--- config.mk ---
export PLATFORM = sky130hd
export DESIGN_NAME = dec_sector_cache
export DESIGN_NICKNAME = d
export VERILOG_FILES = /design/src/rtl/dsc_pkg.sv /design/src/rtl/dsc_ctrl.sv /design/src/rtl/dsc_data.sv /design/src/rtl/dec_sector_cache.sv
export SDC_FILE = /design/constraint.sdc
export NUM_CORES = 2
export LEC_CHECK = 0
export ABC_AREA = 1
export CELL_PAD_IN_SITES_DETAIL_PLACEMENT = 1
export CELL_PAD_IN_SITES_GLOBAL_PLACEMENT = 1
export CORE_MARGIN = 5
export CORE_UTILIZATION = 35
export DETAILED_ROUTE_END_ITERATION = 16
export PLACE_DENSITY_LB_ADDON = 0.1
export SLEW_MARGIN = 20
export SYNTH_ARGS = -nofsm -noshare
export SYNTH_HDL_FRONTEND = slang
export SYNTH_MEMORY_MAX_BITS = 65536
export SYNTH_SLANG_ARGS = --single-unit
--- constraint.sdc ---
create_clock -name clk -period 10.9 [get_ports clk]
set_input_delay 1.09 -clock clk [delete_from_list [all_inputs] [get_ports clk]]
set_output_delay 1.09 -clock clk [all_outputs]
set_load 0.01 [all_outputs]
--- src/rtl/dsc_pkg.sv ---
package dsc_pkg;
  typedef struct packed {
    logic flushAll;
    logic fillWrite;
    logic fillReplace;
  } dscStrobe_t;
endpackage

--- src/rtl/dsc_ctrl.sv ---
module dsc_ctrl
  import dsc_pkg::*;
(
  input  logic       clk,
  input  logic       rst_n,
  input  logic       fillEn,
  input  logic       fillCacheable,
  input  logic       flush,
  input  logic       fillTagHit,
  output dscStrobe_t strb
);
  always_comb begin
    strb.flushAll    = flush;
    strb.fillWrite   = fillEn && fillCacheable && !flush;
    strb.fillReplace = strb.fillWrite && !fillTagHit;
  end

  // a fill that does not fit a slot never writes
  assert_uncacheable_no_write_R4: assert property (@(posedge clk) disable iff (!rst_n)
    (fillEn && !fillCacheable) |-> !strb.fillWrite);
  // flush takes precedence over a fill
  assert_flush_beats_fill_R7: assert property (@(posedge clk) disable iff (!rst_n)
    flush |-> (!strb.fillWrite && !strb.fillReplace));
endmodule

--- src/rtl/dsc_data.sv ---
module dsc_data
  import dsc_pkg::*;
#(
  parameter int ADDR_W  = 32,
  parameter int SECTORS = 8,
  parameter int SLOTS   = 16,
  parameter int SLOT_W  = 32
)(
  input  logic              clk,
  input  logic              rst_n,
  input  dscStrobe_t        strb,
  input  logic              lookupEn,
  input  logic [ADDR_W-1:0] lookupAddr,
  input  logic [ADDR_W-1:0] fillAddr,
  input  logic [SLOT_W-1:0] fillWord,
  output logic              fillTagHit,
  output logic              hitQ,
  output logic [SLOT_W-1:0] wordQ
);
  localparam int SEC_W  = $clog2(SECTORS);
  localparam int SLOT_IW = $clog2(SLOTS);
  localparam int OFF_LO = 2;
  localparam int TAG_LO = OFF_LO + SLOT_IW + SEC_W;
  localparam int TAG_W  = ADDR_W - TAG_LO;

  logic [TAG_W-1:0]  tagMem   [SECTORS];
  logic [SLOTS-1:0]  validMem [SECTORS];
  logic [SLOT_W-1:0] dataMem  [SECTORS*SLOTS];
  logic [SECTORS-1:0] secAny;

  logic [SLOT_IW-1:0] lkSlot, flSlot;
  logic [SEC_W-1:0]   lkSec,  flSec;
  logic [TAG_W-1:0]   lkTag,  flTag;
  logic               unusedOk;

  assign lkSlot = lookupAddr[OFF_LO +: SLOT_IW];
  assign lkSec  = lookupAddr[OFF_LO+SLOT_IW +: SEC_W];
  assign lkTag  = lookupAddr[ADDR_W-1:TAG_LO];
  assign flSlot = fillAddr[OFF_LO +: SLOT_IW];
  assign flSec  = fillAddr[OFF_LO+SLOT_IW +: SEC_W];
  assign flTag  = fillAddr[ADDR_W-1:TAG_LO];
  assign unusedOk = ^{lookupAddr[OFF_LO-1:0], fillAddr[OFF_LO-1:0]};

  assign fillTagHit = (tagMem[flSec] == flTag);

  for (genvar s = 0; s < SECTORS; s++) begin : gSector
    always_ff @(posedge clk) begin
      if (!rst_n || strb.flushAll) begin
        tagMem[s]   <= '0;
        validMem[s] <= '0;
      end else if (strb.fillWrite && flSec == SEC_W'(s)) begin
        if (strb.fillReplace) begin
          tagMem[s]   <= flTag;
          validMem[s] <= SLOTS'(1) << flSlot;
        end else begin
          validMem[s][flSlot] <= 1'b1;
        end
      end
    end
    assign secAny[s] = |validMem[s];

    // a tag replacement leaves exactly the written slot valid
    assert_replace_single_R5: assert property (@(posedge clk) disable iff (!rst_n)
      (strb.fillReplace && flSec == SEC_W'(s)) |=> ($countones(validMem[s]) == 1));
    // a cacheable fill validates its slot
    assert_fill_sets_valid_R3: assert property (@(posedge clk) disable iff (!rst_n)
      (strb.fillWrite && flSec == SEC_W'(s)) |=> validMem[s][$past(flSlot)]);
  end

  always_ff @(posedge clk) begin
    if (strb.fillWrite) dataMem[{flSec, flSlot}] <= fillWord;
  end

  always_ff @(posedge clk) begin
    if (!rst_n) begin
      hitQ  <= 1'b0;
      wordQ <= '0;
    end else begin
      hitQ  <= lookupEn && (tagMem[lkSec] == lkTag) && validMem[lkSec][lkSlot];
      wordQ <= dataMem[{lkSec, lkSlot}];
    end
  end

  // after a flush nothing is valid
  assert_flush_clears_R7: assert property (@(posedge clk) disable iff (!rst_n)
    strb.flushAll |=> (secAny == '0));
  // no request, no hit
  assert_idle_no_hit_R9: assert property (@(posedge clk) disable iff (!rst_n)
    !lookupEn |=> !hitQ);
endmodule

--- src/rtl/dec_sector_cache.sv ---
module dec_sector_cache
  import dsc_pkg::*;
#(
  parameter int ADDR_W           = 32,
  parameter int SECTORS          = 8,
  parameter int LINES_PER_SECTOR = 4,
  parameter int INSTR_PER_LINE   = 4,
  parameter int SLOT_W           = 32
)(
  input  logic              clk,
  input  logic              rst_n,
  input  logic              lookupEn,
  input  logic [ADDR_W-1:0] lookupAddr,
  output logic              hit,
  output logic [SLOT_W-1:0] hitWord,
  input  logic              fillEn,
  input  logic [ADDR_W-1:0] fillAddr,
  input  logic              fillCacheable,
  input  logic [SLOT_W-1:0] fillWord,
  input  logic              flush
);
  localparam int SLOTS = LINES_PER_SECTOR * INSTR_PER_LINE;

  dscStrobe_t strb;
  logic       fillTagHit;

  dsc_ctrl uCtrl (
    .clk(clk), .rst_n(rst_n), .fillEn(fillEn), .fillCacheable(fillCacheable),
    .flush(flush), .fillTagHit(fillTagHit), .strb(strb)
  );

  dsc_data #(.ADDR_W(ADDR_W), .SECTORS(SECTORS), .SLOTS(SLOTS), .SLOT_W(SLOT_W)) uData (
    .clk(clk), .rst_n(rst_n), .strb(strb), .lookupEn(lookupEn),
    .lookupAddr(lookupAddr), .fillAddr(fillAddr), .fillWord(fillWord),
    .fillTagHit(fillTagHit), .hitQ(hit), .wordQ(hitWord)
  );
endmodule

Word level (Yosys, flattened, before mapping)
Memory sizes are Yosys's and may differ from the RTL's. A register that Yosys moved wholly into a read port is not among the register bits.
Index checks and enable logic that the tools add are counted.
{"block": "word_totals", "ramBits": 4408, "reg_bits": 1, "mem_count": 3, "in_bits": 102}
{"name": "uData.dataMem", "words": 128, "word_bits": 32, "rd": 1, "rd_ports_with_merged_regs": 1, "write_ports": 1, "line_no": "dsc_data.sv:28", "rtl": "logic [SLOT_W-1:0] dataMem [SECTORS*SLOTS];"}
{"name": "uData.tagMem", "words": 8, "word_bits": 23, "rd": 2, "rd_ports_with_merged_regs": 0, "write_ports": 8, "line_no": "dsc_data.sv:26", "rtl": "logic [TAG_W-1:0] tagMem [SECTORS];"}
{"name": "uData.validMem", "words": 8, "word_bits": 16, "rd": 1, "rd_ports_with_merged_regs": 0, "write_ports": 8, "line_no": "dsc_data.sv:27", "rtl": "logic [SLOTS-1:0] validMem [SECTORS];"}
{"block": "op_classes", "shifts": 1, "n_lt_le_gt_ge": 3, "reduce_logical": 20, "mux": 202, "n_bitwise": 144, "n_eq_ne": 9}
{"operator": "16-bit 2-to-1 mux", "n": 16}
{"operator": "23-bit 2-to-1 mux", "n": 8}
{"operator": "1-bit 2-to-1 mux", "n": 176}
{"operator": "1-bit OR", "n": 144}
{"operator": "23-bit == test", "n": 2}
{"operator": "1-bit by 4-bit << shifter with 16-bit output, first input constant", "n": 1}
{"operator": "1-bit logical AND", "n": 14}
{"operator": "3-bit == test, second input constant", "n": 4}
{"operator": "4-bit by 5-bit < comparator with 1-bit output, second input constant", "n": 2}
{"operator": "3-bit by 2-bit == test with 1-bit output, second input constant", "n": 2}
{"operator": "1-bit binary-select mux with 4-bit select", "n": 1}
{"operator": "1-bit demux with 4-bit select", "n": 1}
{"operator": "4-bit by 1-bit >= comparator with 1-bit output, second input constant", "n": 1}
{"operator": "1-bit zero test", "n": 4}
{"operator": "3-bit by 1-bit == test with 1-bit output, second input constant", "n": 1}
{"operator": "3-bit zero test", "n": 1}
{"operator": "1-bit logical OR", "n": 1}

Depth between registers and ports, before layout
An unclocked memory read counts as a cell.
{"block": "logic_depth", "word_depth": 10, "ltp_mapped": 20, "depth_no_buf": 15}

Cells and area by module
Synthesis repeated with hierarchy kept, for this count alone.
{"block": "hier_totals", "cells_unflattened": 15305, "area_unflattened_um2": 181241.3}
{"module": "dsc_data", "cells_each": 15301, "area_per_inst_um2": 181216.3, "n_inst": 1}
{"module": "dsc_ctrl", "cells_each": 4, "area_per_inst_um2": 25.0, "n_inst": 1}

Worst setup path before layout
OpenSTA, ideal clock, no wires.
{"block": "synth_timing", "kind": "input port to flip-flop", "from": "in fillAddr[8]", "to": "mem uData.validMem[5][10], enable pin", "n_path_buf": 3, "setup_slack_ns": 6.668, "required_time_ns": 10.604, "stages": 11, "t_arrival_ns": 3.936, "path_cell_list": "clkbuf_1 -> clkinv_1 -> clkbuf_1 -> nor2_1 -> inv_1 -> nor2_1 -> inv_1 -> clkbuf_1 -> nor2_1 -> nand2_1 -> nand2_1"}
{"element": "start: declaration", "line_no": "dec_sector_cache.sv:17", "rtl": "input logic [ADDR_W-1:0] fillAddr,"}
{"element": "end: declaration", "line_no": "dsc_data.sv:27"}

==> results.toml <==
[layout]
area_growth_pct = 14.2
fin_nets = 15000
layout-drive-gt1-share_pct = 8.19
postLayoutCoreUtil_pct = 40.1
instances_no_fill = 22100

[global_routing]
grt_pass1_wl_um = 965000
overflow = 0
grt_pass1_vias = 131000
antenna_found_initial = 38
grt_usage_pct = 25.2
grt_start_max_net_pins = 171

[place]
dp.cells = 21100
portBuffers = 130
place_congestion = 0.851
dp_hpwl_um = 376000

[floorplan]
rows = 263
dieHeight_um = 727
dieArea_mm2 = 0.529
num_io_pins = 135
fp.dieW_um = 727
core_area_mm2 = 0.513
start_util_pct = 35.1

[worst_hold_path]
worst_hold_path.endpoint = "uData.dataMem[42][20]"
min_path_type = "in2reg"
holdCritStartpoint = "fillWord[20]"
whs_path_depth = 1

[cts]
cts_setup_buffers = 0
cts.sinks = 4441
cts-root-buf = "clkbuf_16"
cts_tree = "done"
clk_pin_slew_ns = 0.05
insertion_delay_ns = 1.08
htreeDepth = 6
clockBufferDepth = 4
cts_buffers = 518
cts-resized-gates = 0
hold_buffers = 0

[critical_path]
max_stage_delay_ns = 0.80
r2r-start = "uData.tagMem[5][16]"
cpMostUsedCell = "nand2_1"
cp-start-kind = "input pin"
worstSetupEndpointType = "register"
critPathRequiredTime_ns = 11.66
r2r_cells = 14
critPathTopFamily = "simple AND/OR/NAND/NOR gates"
arrival_ns = 6.24
cp_slowest_cell = "buf_4"
worstSetupPathType = "in2reg"
r2r_slack_ns = 6.88
regToRegEndpoint = "uData.validMem[2][3]"
worst-path-buf-inv = 6
crit_chain = "buf_4 -> buf_4 -> inv_1 -> buf_4 -> nor2_2 -> buf_4 -> nand2_1 -> nand3_1 -> nand2_1 -> nand2_1 -> nand2_1 -> nor2_1 -> nand2_1 -> nor2_1 -> nand3_4 -> nand2_4 -> buf_4 -> nand2_1 -> nand2_1"
crit_fanout = 79

[run]
cap_violations = 0

[timing]
slew_headroom_pct = 19.1
hold_slack_ns = 0.423
hold_viol_final = 0
period_share_pct = 50.3
drv_slew = 0
rsz0062_at_grt = "no"
skew_ns = 0.0567
max_freq_mhz = 182
finalSetupTns_ns = 0
post-route-min-period_ns = 5.48
setup_violations = 0
tightest_slew_ns = 1.21

[power_and_ir_drop]
p_sw_mw = 9.10
p_per_area_mw_per_mm2 = 185
internal_power_mw = 28.9
combPwrFrac_pct = 6.7
power_frac_seq_pct = 49.8
pwr-share-clk_pct = 43.5
p_leak_nw = 67.2
swShare_pct = 24.0
fin_total_pwr_mw = 38.0
irDropWorstVdd_mv = 0.172

[logic_synthesis]
synth.cell_area_mm2 = 0.180
synth_nets = 15100
synth_top_area_share_pct = 73.5
yosys-top-cells-area = "edfxtp_1 (74%), o21ai_0 (6.1%), nor2_1 (5.6%)"
synth_edf_count = 4408
ys_ff_latch = 4441
synth_cell_type_count = 28
avgSynthCellArea_um2 = 12.0
synth_area_leader_cell = "edfxtp_1"
synth-async-reset-ratio_pct = 0
ys.warnings.count = 0
yosysSeqAreaShare_pct = 73.9
synthFlopType = "edfxtp_1"
syn_inst = 15000

[routing]
ant_nets = 0
dr_total_vias = 126000
drtIter0Drc = 11200
firstDrtPassIters = 5
vias_per_cell = 5.70
wire_per_inst_um = 31.2
routed_wl_um = 689000
drc_errors = 0

[outcome]
outcome = "complete, no violations"
sequential cells by signal, summed over array words and instances (netlist names):
signal / count
uData.dataMem: 4096
uData.hitQ: 1
uData.tagMem: 184
uData.validMem: 128
uData.wordQ: 32
synth_stat cells (all sizes together) (33+ instances only):
cell	number
a21oi	38
buf	197
clkbuf	904
dfxtp	33
edfxtp	4408
inv	149
nand2	2124
nand3	1006
nor2	2695
nor3	129
o211ai	45
o21ai	2179
o22ai	1024
cell type report:
cell class | count | area, um2
Antenna cell | 26 | 65.1
Clock buffer | 663 | 13900
Clock inverter | 248 | 1900
Fill cell | 53600 | 307000
Inverter | 175 | 701
Multi-Input combinational cell | 9282 | 43000
Sequential cell | 4441 | 133000
Tap cell | 6757 | 8450
Timing Repair Buffer | 476 | 4360
power by group through the flow:
stage                     Combinational [mW]  Clock [mW]  Sequential, mW
final                                   2.56        16.5            18.9
after CTS                               2.58        16.9            18.9
after detailed placement                2.57           0            19.3
after global routing                    2.75        17.6            18.9
after floorplan                         1.24           0            19.3
after global placement                  2.50           0            19.3
worst reg2reg max path, cell delays in order, from the launching register on:
cell and delay (ns):
edfxtp_1 0.38, nand2_1 0.08, o21ai_0 0.09, nand2_1 0.08, nand3_1 0.13, nand3_1 0.13, nand2_1 0.07, nor2_1 0.21
nand2_1 0.12, nor2_1 0.34, nand3_4 0.39, nand2_4 0.56, buf_4 0.85, nand2_1 0.21, nand2_1 0.12
how the worst max path moves through the flow:
stage | cells past startpoint | endpoint | slack (ns) | startpoint
floorplan | 11 | uData.validMem[5][10] | 6.67 | fillAddr[8]
global placement | 17 | uData.tagMem[6][17] | 4.10 | fillAddr[6]
detailed placement | 17 | uData.tagMem[6][17] | 4.09 | fillAddr[6]
CTS | 17 | uData.tagMem[6][16] | 5.24 | fillAddr[6]
global route | 18 | uData.validMem[2][11] | 5.20 | fillAddr[6]
finish | 19 | uData.validMem[2][3] | 5.42 | fillAddr[6]
cells in the final DEF (no fill, tap or decap), types with 87 or more instances in the layout:
cell,netlist,routed
buf_4,24,317
clkbuf_1,904,121
clkbuf_16,0,536
clkdlybuf4s50_1,0,87
clkinv_1,26,138
edfxtp_1,4408,4408
inv_1,147,121
nand2_1,2122,2120
nand3_1,1005,994
nor2_1,2692,2562
nor2_4,0,129
nor3_1,129,129
o21ai_0,2179,2179
o22ai_1,1024,1024
metal layers:
metal	part of all wire, %	vias to the layer above	track usage [%]
met5	0	-	0
li1	-	54200	-
met4	4.0	0	9.18
met1	43	66900	33.5
met3	5.3	991	3.03
met2	48	3680	42.5
cells by family (layout without fill, tap and decap cells):
group	after synthesis	after routing	share of synthesized area (%)
AO/OA/AOI/OAI	3288	3288	9.94
buffers and inverters	1276	1562	2.76
flip-flops	4441	4441	73.9
other	0	26	0
AND/OR/NAND/NOR	5994	5994	13.4
per-stage QoR:
step / worst slack [ns] / instance area [um2]
2_1_floorplan: 6.67 / 180000
3_3_place_gp: 4.10 / 190000
3_5_place_dp: 4.09 / 190000
4_1_cts: 5.24 / 205000
5_1_grt: 5.20 / 205000
6_report: 5.42 / 205000
Power figures use the tool's default switching activity.
